**src/rtl/smc_pkg.sv**
```systemverilog
package smc_pkg;
  localparam int TIM_W = 4;

  typedef struct packed {
    logic [TIM_W-1:0] dly;
    logic [TIM_W-1:0] wt;
    logic [TIM_W-1:0] turn;
  } smc_tim_t;

  localparam int TIM_BITS = $bits(smc_tim_t);

  typedef enum logic [1:0] {
    ST_IDLE  = 2'd0,
    ST_SETUP = 2'd1,
    ST_STRB  = 2'd2,
    ST_TURN  = 2'd3
  } smc_state_e;
endpackage

```
**src/rtl/smc_cfg_sel.sv**
```systemverilog
module smc_cfg_sel
  import smc_pkg::*;
#(
  parameter int NBANK = 4,
  localparam int BSW = $clog2(NBANK)
) (
  input  logic [NBANK*TIM_BITS-1:0] rd_tim_i,
  input  logic [NBANK*TIM_BITS-1:0] wr_tim_i,
  input  logic [NBANK-1:0]          bus16_i,
  input  logic [BSW-1:0]            bank_i,
  input  logic                      we_i,
  output smc_tim_t                  tim_o,
  output logic                      bus16_o
);
  smc_tim_t rd_arr [NBANK];
  smc_tim_t wr_arr [NBANK];

  for (genvar g = 0; g < NBANK; g++) begin : g_unpack
    assign rd_arr[g] = rd_tim_i[g*TIM_BITS +: TIM_BITS];
    assign wr_arr[g] = wr_tim_i[g*TIM_BITS +: TIM_BITS];
  end

  always_comb begin
    tim_o   = we_i ? wr_arr[bank_i] : rd_arr[bank_i];
    bus16_o = bus16_i[bank_i];
  end
endmodule

```
**src/rtl/smc_beat_seq.sv**
```systemverilog
module smc_beat_seq
  import smc_pkg::*;
(
  input  logic       clk,
  input  logic       rst_n,
  input  logic       start_i,
  input  smc_tim_t   tim_i,
  input  logic [1:0] last_beat_i,
  output smc_state_e state_o,
  output logic [1:0] beat_o,
  output logic       beat_end_o,
  output logic       done_o,
  output smc_tim_t   tim_o
);
  smc_state_e       state_q;
  logic [TIM_W-1:0] cnt_q;
  logic [1:0]       beat_q;
  logic [1:0]       last_q;
  smc_tim_t         tim_q;

  assign state_o    = state_q;
  assign beat_o     = beat_q;
  assign tim_o      = tim_q;
  assign beat_end_o = (state_q == ST_STRB) && (cnt_q == '0);
  assign done_o     = beat_end_o && (beat_q == last_q);

  always_ff @(posedge clk or negedge rst_n) begin
    if (!rst_n) begin
      state_q <= ST_IDLE;
      cnt_q   <= '0;
      beat_q  <= '0;
      last_q  <= '0;
      tim_q   <= '0;
    end else begin
      case (state_q)
        ST_IDLE: begin
          if (start_i) begin
            tim_q  <= tim_i;
            last_q <= last_beat_i;
            beat_q <= '0;
            if (tim_i.dly == '0) begin
              state_q <= ST_STRB;
              cnt_q   <= tim_i.wt;
            end else begin
              state_q <= ST_SETUP;
              cnt_q   <= tim_i.dly - 1'b1;
            end
          end
        end
        ST_SETUP: begin
          if (cnt_q == '0) begin
            state_q <= ST_STRB;
            cnt_q   <= tim_q.wt;
          end else begin
            cnt_q <= cnt_q - 1'b1;
          end
        end
        ST_STRB: begin
          if (cnt_q != '0) begin
            cnt_q <= cnt_q - 1'b1;
          end else if (beat_q == last_q) begin
            if (tim_q.turn == '0) begin
              state_q <= ST_IDLE;
            end else begin
              state_q <= ST_TURN;
              cnt_q   <= tim_q.turn - 1'b1;
            end
          end else begin
            beat_q <= beat_q + 1'b1;
            if (tim_q.dly == '0) begin
              state_q <= ST_STRB;
              cnt_q   <= tim_q.wt;
            end else begin
              state_q <= ST_SETUP;
              cnt_q   <= tim_q.dly - 1'b1;
            end
          end
        end
        default: begin
          if (cnt_q == '0) state_q <= ST_IDLE;
          else             cnt_q   <= cnt_q - 1'b1;
        end
      endcase
    end
  end

  // the beat index never runs past the last beat of the request
  a_r7_beat_bound: assert property (@(posedge clk) disable iff (!rst_n)
    beat_q <= last_q);

  // no request can start during a turnaround
  a_r6_turn_no_start: assert property (@(posedge clk) disable iff (!rst_n)
    (state_q == ST_TURN) |-> !start_i);

  // the strobe stays on the same beat until its wait count runs out
  a_r4_strobe_hold: assert property (@(posedge clk) disable iff (!rst_n)
    (state_q == ST_STRB && cnt_q != '0) |=> (state_q == ST_STRB && $stable(beat_q)));
endmodule

```
**src/rtl/smc_lane_pack.sv**
```systemverilog
module smc_lane_pack (
  input  logic        clk,
  input  logic        rst_n,
  input  logic        clear_i,
  input  logic        capture_i,
  input  logic        bus16_i,
  input  logic        we_i,
  input  logic [1:0]  beat_i,
  input  logic [31:0] wdata_i,
  input  logic [3:0]  be_i,
  input  logic [15:0] dq_i,
  output logic [15:0] dq_o,
  output logic [1:0]  bl_n_o,
  output logic        lane_en_o,
  output logic [31:0] rdata_o
);
  logic [31:0] asm_q;

  always_comb begin
    if (bus16_i) begin
      dq_o   = wdata_i[{beat_i[0], 4'b0000} +: 16];
      bl_n_o = we_i ? ~be_i[{beat_i[0], 1'b0} +: 2] : 2'b00;
    end else begin
      dq_o   = {8'h00, wdata_i[{beat_i, 3'b000} +: 8]};
      bl_n_o = {1'b1, we_i ? ~be_i[beat_i] : 1'b0};
    end
    lane_en_o = ~&bl_n_o;
  end

  always_ff @(posedge clk or negedge rst_n) begin
    if (!rst_n) begin
      asm_q <= '0;
    end else if (clear_i) begin
      asm_q <= '0;
    end else if (capture_i) begin
      if (bus16_i) asm_q[{beat_i[0], 4'b0000} +: 16] <= dq_i;
      else         asm_q[{beat_i, 3'b000} +: 8]      <= dq_i[7:0];
    end
  end

  assign rdata_o = asm_q;
endmodule

```
**src/rtl/smc_bridge.sv**
```systemverilog
module smc_bridge
  import smc_pkg::*;
#(
  parameter int NBANK    = 4,
  parameter int AW       = 20,
  parameter int BANK_LSB = 24,
  localparam int BSW     = $clog2(NBANK),
  localparam int CFG_W   = NBANK * TIM_BITS
) (
  input  logic              clk,
  input  logic              rst_n,
  input  logic              req_valid,
  output logic              req_ready,
  input  logic              req_we,
  input  logic [31:0]       req_addr,
  input  logic [31:0]       req_wdata,
  input  logic [3:0]        req_be,
  output logic              rsp_valid,
  input  logic              rsp_ready,
  output logic [31:0]       rsp_rdata,
  input  logic [CFG_W-1:0]  cfg_rd_tim,
  input  logic [CFG_W-1:0]  cfg_wr_tim,
  input  logic [NBANK-1:0]  cfg_bus16,
  output logic [NBANK-1:0]  mem_cs_n,
  output logic [AW-1:0]     mem_addr,
  output logic [15:0]       mem_dq_o,
  output logic              mem_dq_oe,
  input  logic [15:0]       mem_dq_i,
  output logic              mem_oe_n,
  output logic              mem_we_n,
  output logic [1:0]        mem_bl_n
);
  smc_state_e      state;
  logic [1:0]      beat;
  logic            beat_end, done;
  smc_tim_t        sel_tim, act_tim;
  logic            sel_bus16;
  logic            accept, active;
  logic [BSW-1:0]  req_bank;

  logic [BSW-1:0]  bank_q;
  logic            we_q, bus16_q, rsp_q;
  logic [31:0]     wdata_q;
  logic [3:0]      be_q;
  logic [AW-1:0]   base_q;
  logic [1:0]      bl_n;
  logic            lane_en;
  logic [31:0]     rdata_asm;

  assign req_bank  = req_addr[BANK_LSB +: BSW];
  assign req_ready = (state == ST_IDLE) && !rsp_q;
  assign accept    = req_valid && req_ready;
  assign active    = (state == ST_SETUP) || (state == ST_STRB);

  smc_cfg_sel #(.NBANK(NBANK)) u_cfg_sel (
    .rd_tim_i (cfg_rd_tim),
    .wr_tim_i (cfg_wr_tim),
    .bus16_i  (cfg_bus16),
    .bank_i   (req_bank),
    .we_i     (req_we),
    .tim_o    (sel_tim),
    .bus16_o  (sel_bus16)
  );

  smc_beat_seq u_beat_seq (
    .clk         (clk),
    .rst_n       (rst_n),
    .start_i     (accept),
    .tim_i       (sel_tim),
    .last_beat_i (sel_bus16 ? 2'd1 : 2'd3),
    .state_o     (state),
    .beat_o      (beat),
    .beat_end_o  (beat_end),
    .done_o      (done),
    .tim_o       (act_tim)
  );

  smc_lane_pack u_lane_pack (
    .clk       (clk),
    .rst_n     (rst_n),
    .clear_i   (accept),
    .capture_i (beat_end && !we_q),
    .bus16_i   (bus16_q),
    .we_i      (we_q),
    .beat_i    (beat),
    .wdata_i   (wdata_q),
    .be_i      (be_q),
    .dq_i      (mem_dq_i),
    .dq_o      (mem_dq_o),
    .bl_n_o    (bl_n),
    .lane_en_o (lane_en),
    .rdata_o   (rdata_asm)
  );

  always_ff @(posedge clk or negedge rst_n) begin
    if (!rst_n) begin
      bank_q  <= '0;
      we_q    <= 1'b0;
      bus16_q <= 1'b0;
      wdata_q <= '0;
      be_q    <= '0;
      base_q  <= '0;
    end else if (accept) begin
      bank_q  <= req_bank;
      we_q    <= req_we;
      bus16_q <= sel_bus16;
      wdata_q <= req_wdata;
      be_q    <= req_be;
      base_q  <= sel_bus16 ? {req_addr[AW:2], 1'b0} : {req_addr[AW-1:2], 2'b00};
    end
  end

  always_ff @(posedge clk or negedge rst_n) begin
    if (!rst_n)                  rsp_q <= 1'b0;
    else if (done)               rsp_q <= 1'b1;
    else if (rsp_q && rsp_ready) rsp_q <= 1'b0;
  end

  for (genvar g = 0; g < NBANK; g++) begin : g_cs
    assign mem_cs_n[g] = !(active && (bank_q == BSW'(g)));
  end

  assign mem_addr  = base_q + AW'(beat);
  assign mem_oe_n  = !((state == ST_STRB) && !we_q);
  assign mem_we_n  = !((state == ST_STRB) && we_q && lane_en);
  assign mem_dq_oe = active && we_q;
  assign mem_bl_n  = active ? bl_n : 2'b11;
  assign rsp_valid = rsp_q;
  assign rsp_rdata = rdata_asm;

  // ---------------- checks ----------------
  logic [4:0]       idle_cnt;
  logic [TIM_W-1:0] prev_turn;

  always_ff @(posedge clk or negedge rst_n) begin
    if (!rst_n) begin
      idle_cnt  <= '0;
      prev_turn <= '0;
    end else begin
      if (&mem_cs_n) idle_cnt <= (idle_cnt == 5'd31) ? idle_cnt : idle_cnt + 1'b1;
      else           idle_cnt <= '0;
      if (done) prev_turn <= act_tim.turn;
    end
  end

  // at most one chip select is active
  a_r2_cs_onehot: assert property (@(posedge clk) disable iff (!rst_n)
    $onehot0(~mem_cs_n));

  // a strobe only appears inside a chip select, and never both at once
  a_r4_strobe_in_cs: assert property (@(posedge clk) disable iff (!rst_n)
    (!mem_oe_n || !mem_we_n) |-> !(&mem_cs_n));
  a_r4_strobe_excl: assert property (@(posedge clk) disable iff (!rst_n)
    !(!mem_oe_n && !mem_we_n));

  // the write strobe only appears while the data bus is driven
  a_r8_dq_driven: assert property (@(posedge clk) disable iff (!rst_n)
    !mem_we_n |-> mem_dq_oe);

  // a waiting response keeps its data
  a_r11_rsp_hold: assert property (@(posedge clk) disable iff (!rst_n)
    (rsp_valid && !rsp_ready) |=> (rsp_valid && $stable(rsp_rdata)));

  // no request is taken while a response is pending
  a_r3_single: assert property (@(posedge clk) disable iff (!rst_n)
    rsp_valid |-> !req_ready);

  // the idle gap before a new chip select covers the turnaround
  a_r6_turn_gap: assert property (@(posedge clk) disable iff (!rst_n)
    $fell(&mem_cs_n) |-> (idle_cnt >= 5'(prev_turn)));
endmodule

```
**config.mk**
```make
export PLATFORM = sky130hd
export DESIGN_NAME = smc_bridge
export DESIGN_NICKNAME = d
export VERILOG_FILES = /design/src/rtl/smc_pkg.sv /design/src/rtl/smc_cfg_sel.sv /design/src/rtl/smc_beat_seq.sv /design/src/rtl/smc_lane_pack.sv /design/src/rtl/smc_bridge.sv
export SDC_FILE = /design/constraint.sdc
export NUM_CORES = 1
export LEC_CHECK = 0
export ABC_CLOCK_PERIOD_IN_PS = 5900
export CAP_MARGIN = 0
export CORE_MARGIN = 1.5
export CORE_UTILIZATION = 44
export DETAILED_ROUTE_END_ITERATION = 16
export GPL_TIMING_DRIVEN = 0
export PLACE_DENSITY = 0.82
export SLEW_MARGIN = 10
export SYNTH_ARGS = -nofsm -noshare
export SYNTH_HDL_FRONTEND = slang
export SYNTH_SLANG_ARGS = --single-unit
```
**constraint.sdc**
```tcl
create_clock -name clk -period 5.9 [get_ports clk]
set_input_delay 0.885 -clock clk [delete_from_list [all_inputs] [get_ports clk]]
set_output_delay 0.885 -clock clk [all_outputs]
set_load 0.05 [all_outputs]
```
==> results of run 1 <==
-- flip-flops by register name (all words and copies together), names as in the netlist --
signal and cells:
wdata_q 32, be_q 4, u_beat_seq.beat_o 2, rsp_valid 1, u_beat_seq.last_q 2, bus16_q 1
u_lane_pack.rdata_o 32, u_beat_seq.tim_o 12, base_q 19, we_q 1, bank_q 2, u_beat_seq.state_o 2
u_beat_seq.cnt_q 4
-- kinds of logic after synthesis --
kind of cell,after synthesis
adder cells (fa/ha/maj),17
multiplexers,89
flip-flops,114
AO/OA/AOI/OAI,154
AND/OR/NAND/NOR,328
XOR/XNOR,24
buffers and inverters,68
-- layer usage --
layer  GRT usage  vias up
met2       0.452      385
met4      0.0980        0
li1            -     3351
met3      0.0556       47
met1       0.349     3376
met5           0        -
-- power groups by stage --
stage | registers (mW) | logic (mW) | clock network, mW
6_report | 1.43 | 3.02 | 1.02
3_3_place_gp | 1.41 | 2.92 | 0
4_1_cts | 1.42 | 3.00 | 1.03
3_5_place_dp | 1.43 | 2.97 | 0
5_1_grt | 1.48 | 3.23 | 1.07
2_1_floorplan | 1.62 | 1.77 | 0
-- through the flow --
stage / hold WS [ns] / instances
2_1_floorplan: 0.445 / 794
3_3_place_gp: 0.462 / 1265
3_5_place_dp: 0.468 / 1266
4_1_cts: 0.452 / 1298
5_1_grt: 0.475 / 1298
6_report: 0.432 / 1298
-- worst reg2reg max path, cell delays in order, from the launching register on --
cell	delay [ns]
dfrtp_1	0.41
clkbuf_1	0.29
inv_1	0.17
ha_1	0.37
inv_1	0.09
nor4_1	1.03
a22oi_1	0.19
o21ai_1	0.19
-- worst min path at each step --
stage                                 from  cells past startpoint  slack, ns                endpoint
global route                         rst_n                      1       0.48  u_lane_pack.rdata_o[6]
finish                               rst_n                      1       0.43  u_lane_pack.rdata_o[7]
detailed placement              wdata_q[6]                      2       0.47              wdata_q[6]
floorplan                       wdata_q[0]                      2       0.44              wdata_q[0]
global placement    u_lane_pack.rdata_o[1]                      2       0.46  u_lane_pack.rdata_o[1]
CTS                                  rst_n                      1       0.45  u_lane_pack.rdata_o[7]
-- area by class of cell --
class                   count  area (µm²)
plain buffers              48         220
flip-flops and latches    114        2850
inverters                  20        75.1
repair buffers            256        2580
well taps                 216         270
clock inverters             9         104
multi-input cells         612        4090
fillers                  1300        5260
clock buffers              23         488
-- layout by cell type (no fill, tap or decap), types with 4 or more instances in the layout --
master,instances
clkdlybuf4s50_1,254
and2_1,4
buf_2,14
clkbuf_8,4
a22o_1,4
nand2_1,226
inv_1,20
ha_1,17
buf_4,4
a21oi_1,18
nand4_1,4
xor2_1,9
nor3_1,8
nand3_1,21
a22oi_1,16
mux4_2,23
xnor2_1,15
o21ai_0,38
o21ai_1,44
nor2b_1,13
nand2b_1,7
clkbuf_16,17
dfrtp_1,114
clkbuf_1,24
clkinv_2,4
buf_1,7
mux2i_1,56
and3_1,4
nor2_1,19
o211ai_1,5
==> run_results.csv, run 1 <==
group,metric,value,unit
synth,synth_top_area_cell,"dfrtp_1",
routing,vias_per_cell,5.52,
worst_setup_path,crit_chain,"buf_2, buf_2, clkbuf_1, clkbuf_1, nand2_1, o21ai_1, clkdlybuf4s50_1",
routing,dr_wl_met3,1.82,mm
synth,synth-async-reset-ratio,1.00,
place,hpwl,17.7,mm
worst_setup_path,end_kind,"output pin",
synth,yosysTopAreaCellShare,0.395,
routing,num_vias,7159,
timing,post-route-min-period,4.34,ns
synth,synth-compound-area-share,0.130,
timing,layout_setup_ws,1.56,ns
global_routing,grt_pass1_wl,36.9,mm
pwr,internal_power,2.88,mW
cts,hold_buffers,0,
synth,synth-adder-area-share,0.0294,
place,dp_slack,2.08,ns
pwr,ir_drop,0.421,mV
synth,synth_seq_area_share,0.395,
timing,timing.fmax,0.231,GHz
cts,cts_resized,0,
routing,routed.top_layer,"met4",
worst_setup_path,crit_family,"buffers and inverters",
routing,wl_met2,11.1,mm
min_path,hp-class,"primary input to async pin",
timing,finalClockSkew,0.00845,ns
floorplanning,die_w,131,µm
pwr,p_sw,2.59,mW
synth,syn_avg_cell_area,9.11,µm²
routing,firstDrtPassIters,5,
floorplanning,initial_core_util,0.453,
place,portBuffers,255,
timing,setup_violations,0,
worst_setup_path,crit_end,"mem_dq_o[0]",
routing,initialDrtViolationCount,517,
synth,synth_edf_count,0,
synth,synth_xor_xnor_area_share,0.0291,
cells_and_area,drive_gt1_frac,0.0823,
routing,met1Wirelength,9.42,mm
cts,cts_sinks,114,
status,outcome,"completed",
timing,max_slew.worst_pin.slew,1.24,ns
cts,path_clk_slew,0.05,ns
synth,synth.top_cells.by_area,"dfrtp_1 (39%), nand2_1 (12%), mux2i_1 (7.8%), mux4_2 (7.2%), o21ai_1 (3.0%)",
worst_setup_path,startpoint,"u_beat_seq.beat_o[0]",
worst_setup_path,r2r-start,"u_beat_seq.beat_o[1]",
cells_and_area,area_growth,47.7,%
cts,cts_max_path_buffers,2,
floorplanning,design.core.area,0.0159,mm²
worst_setup_path,arrival,3.45,ns
cts,cts_tree,"built",
timing,rsz0062_at_grt,"no",
pwr,pwr-share-comb,0.551,
worst_setup_path,cp_slowest_stage_delay,0.86,ns
pwr,p_sw_frac,0.473,
routing,antenna_left,0,
synth,yosysWarnings,0,
routing,drc,0,
worst_setup_path,critical_path_buf_inv_count,5,
pwr,p_clk_frac,0.187,
cts,worstSkewPairLatency,0.41,ns
pwr,power_leakage,4.49,nW
worst_setup_path,crit_fanout,10,
synth,synth_ff_type,"dfrtp_1",
synth,synth_fp_nets,1000,
run,cap_violations,0,
worst_setup_path,worst-r2r-cell-count,7,
global_routing,grt.total_usage,0.271,
cells_and_area,nNetsFinal,1275,
cells_and_area,design_area,0.0107,mm²
routing,post_drt_wl_per_cell,17.7,µm
timing,fin_setup_tns,0,ns
global_routing,grt.overflow.total,0,
place,gp_congestion,0.930,
worst_setup_path,crit_type,"register to output pin",
synth,synth_top_cells_by_count,"nand2_1 (226), dfrtp_1 (114), mux2i_1 (56)",
pwr,p_seq_frac,0.262,
worst_setup_path,r2r_slack,3.07,ns
global_routing,grt_max_degree,60,
synth,synth-seq-cells,114,
floorplanning,ioPinCount,268,
synth,yosys.area_share.simple,0.202,
cts,h-tree-depth,4,
routing,wl,23.0,mm
worst_setup_path,start_kind,"register",
timing,post-route-period-util,0.735,
synth,synth_top_family_by_area,"simple AND/OR/NAND/NOR gates",
synth,yosysMostFrequentCell,"nand2_1",
cts,root_buffer,"clkbuf_16",
pwr,p_per_area,512,mW/mm²
floorplanning,num_rows,46,
global_routing,grt_antenna_before_repair,0,
cells_and_area,final_util,0.670,
worst_setup_path,r2r_end,"u_lane_pack.rdata_o[10]",
cts,cts_buffers,17,
worst_setup_path,crit_cells,7,
place,placed_cell_area,0.0101,mm²
cts,postCtsSetupRepairBufs,0,
timing,finalHoldViolations,0,
floorplanning,die-area,0.0172,mm²
synth,yosys-mux-area-fraction,0.173,
synth,synthesis.area,0.00723,mm²
pwr,power.total,5.47,mW
synth,synthCells,794,
global_routing,grt_pass1_vias,7094,
floorplanning,die_h,131,µm
timing,maxSlewViolCount,0,
timing,maxSlewHeadroom,0.163,
worst_setup_path,cp_slowest_cell,"clkdlybuf4s50_1",
synth,yosysUniqueCellTypes,67,
worst_setup_path,critPathRequiredTime,5.02,ns
cells_and_area,diodes,0,
Power figures use the tool's default switching activity.
==> run 2: changes to the inputs <==
--- a/config.mk
+++ b/config.mk
@@ -5,13 +5,13 @@
 export SDC_FILE = /design/constraint.sdc
 export NUM_CORES = 1
 export LEC_CHECK = 0
-export ABC_CLOCK_PERIOD_IN_PS = 5900
+export ABC_CLOCK_PERIOD_IN_PS = 3900
 export CAP_MARGIN = 0
 export CORE_MARGIN = 1.5
-export CORE_UTILIZATION = 44
+export CORE_UTILIZATION = 41
 export DETAILED_ROUTE_END_ITERATION = 16
 export GPL_TIMING_DRIVEN = 0
-export PLACE_DENSITY = 0.82
+export PLACE_DENSITY = 0.8
 export SLEW_MARGIN = 10
 export SYNTH_ARGS = -nofsm -noshare
 export SYNTH_HDL_FRONTEND = slang
==> constraint.sdc (replaced) <==
create_clock -name clk -period 3.9 [get_ports clk]
set_input_delay 0.585 -clock clk [delete_from_list [all_inputs] [get_ports clk]]
set_output_delay 0.585 -clock clk [all_outputs]
set_load 0.05 [all_outputs]
==> run 2 against run 1 <==
Sequential share of layout area hardly changed. Total power is 50% higher. Critical path type unchanged. Clock power is 48% higher. Wire length is 1.7% lower. Critical endpoint is now mem_addr[19]. Via count is 1.0% lower. Clock skew is 0.0030 ns lower.
==> run_results.csv, run 2 (synthesized netlist as in run 1, its figures left out) <==
group,metric,value,unit
worst_setup_path,critical_path_buf_inv_count,1,
floorplanning,die-area,0.0184,mm²
worst_setup_path,cp_slowest_stage_delay,0.83,ns
timing,fin_setup_tns,0,ns
worst_setup_path,arrival,3.17,ns
floorplanning,ioPinCount,268,
global_routing,grt_max_degree,77,
cts,worstSkewPairLatency,0.42,ns
pwr,p_seq_frac,0.265,
cts,h-tree-depth,4,
timing,post-route-period-util,0.964,
timing,maxSlewHeadroom,0.429,
global_routing,grt_antenna_before_repair,0,
floorplanning,die_w,136,µm
timing,timing.fmax,0.266,GHz
cells_and_area,diodes,0,
worst_setup_path,crit_family,"simple AND/OR/NAND/NOR gates",
cells_and_area,design_area,0.0107,mm²
cells_and_area,layout_common_cells,"clkdlybuf4s50_1 (246), nand2_1 (226), dfrtp_1 (114), mux2i_1 (56), o21ai_1 (44)",
worst_setup_path,start_kind,"register",
worst_setup_path,crit_fanout,4,
cells_and_area,nNetsFinal,1275,
cts,path_clk_slew,0.05,ns
place,gp_congestion,0.921,
global_routing,grt.total_usage,0.251,
place,portBuffers,255,
worst_setup_path,critPathRequiredTime,3.31,ns
min_path,hp-class,"primary input to async pin",
cts,hold_buffers,0,
cts,cts_sinks,114,
place,hpwl,17.6,mm
cts,cts_tree,"built",
cts,cts_buffers,17,
timing,max_slew.worst_pin.slew,0.847,ns
routing,antenna_left,0,
timing,finalHoldViolations,0,
timing,finalClockSkew,0.00548,ns
floorplanning,num_rows,48,
worst_setup_path,cpMostUsedCell,"ha_1",
routing,post_drt_wl_per_cell,17.3,µm
worst_setup_path,crit_chain,"ha_1, ha_1, and3_1, and4_1, and2_1, nand4_1, xnor2_1, clkdlybuf4s50_1",
place,dp_slack,0.407,ns
global_routing,grt.overflow.total,0,
routing,vias_per_cell,5.42,
place,placed_cell_area,0.0101,mm²
routing,firstDrtPassIters,4,
global_routing,grt_pass1_wl,35.6,mm
run,cap_violations,0,
worst_setup_path,end_kind,"output pin",
floorplanning,die_h,136,µm
cells_and_area,layout_commonest_cell,"clkdlybuf4s50_1",
pwr,p_sw_frac,0.474,
pwr,p_clk_frac,0.184,
status,outcome,"completed",
pwr,internal_power,4.31,mW
routing,wl,22.6,mm
routing,initialDrtViolationCount,398,
floorplanning,initial_core_util,0.419,
pwr,ir_drop,0.526,mV
global_routing,grt_pass1_vias,7086,
cells_and_area,drive_gt1_frac,0.0795,
cts,cts_max_path_buffers,2,
pwr,p_per_area,767,mW/mm²
timing,rsz0062_at_grt,"no",
cts,postCtsSetupRepairBufs,0,
worst_setup_path,crit_type,"register to output pin",
place,dp.cells,1275,
pwr,pwr-share-comb,0.551,
pwr,p_sw,3.88,mW
cells_and_area,area_growth,47.5,%
timing,maxSlewViolCount,0,
cells_and_area,final_cells,1307,
cts,root_buffer,"clkbuf_16",
timing,post-route-min-period,3.76,ns
worst_setup_path,cp_slowest_cell,"clkdlybuf4s50_1",
routing,drc,0,
pwr,power.total,8.18,mW
timing,layout_setup_ws,0.140,ns
routing,num_vias,7086,
timing,setup_violations,0,
floorplanning,design.core.area,0.0172,mm²
pwr,power_leakage,4.50,nW
## run 2: path summary, 6_finish.rpt
check / from / end / slack (ns) / depth (start not counted)
setup / recovery: u_beat_seq.beat_o[1] / mem_addr[19] / 0.14 / 8
hold / removal: rst_n / wdata_q[25] / 0.07 / 1
setup reg to reg: u_beat_seq.beat_o[1] / u_lane_pack.rdata_o[5] / 1.33 / 8
hold reg to reg: wdata_q[6] / wdata_q[6] / 0.48 / 2
max in group asynchronous: rst_n / u_lane_pack.rdata_o[20] / 3.14 / 2
min in group clk: wdata_q[6] / wdata_q[6] / 0.48 / 2
## run 2: routing by layer
| metal | global-route usage | up-vias | wire length [µm] | part of all wire |
|---|---|---|---|---|
| met2 | 0.414 | 311 | 10900 | 0.48 |
| li1 | - | 3347 | - | - |
| met5 | 0 | - | 0 | 0 |
| met1 | 0.320 | 3376 | 9330 | 0.41 |
| met3 | 0.0576 | 52 | 1750 | 0.078 |
| met4 | 0.0986 | 0 | 588 | 0.026 |
## run 2: layout make-up
type	count	area (µm²)
Tap cell	225	282
Timing Repair Buffer	256	2570
Buffer	48	221
Clock inverter	5	75.1
Clock buffer	27	493
Inverter	20	75.1
Sequential cell	114	2850
Multi-Input combinational cell	612	4100
Fill cell	1428	6570
## run 2: metrics by stage
stage          hold slack [ns]   util
2_1_floorplan            0.289      -
3_3_place_gp             0.462  0.584
3_5_place_dp             0.470  0.586
4_1_cts                 0.0737  0.618
5_1_grt                 0.0848  0.619
6_report                0.0652  0.619
## run 2: what timing repair did
item	CTS	global route
gates cloned	0	0
endpoints found under the setup margin	8	1
resized for setup	8	2
## run 2: power groups by stage
stage	registers, mW	clock network [mW]	logic, mW
2_1_floorplan	2.45	0	2.68
4_1_cts	2.16	1.53	4.49
3_3_place_gp	2.15	0	4.43
6_report	2.17	1.51	4.51
5_1_grt	2.23	1.59	4.84
3_5_place_dp	2.17	0	4.51
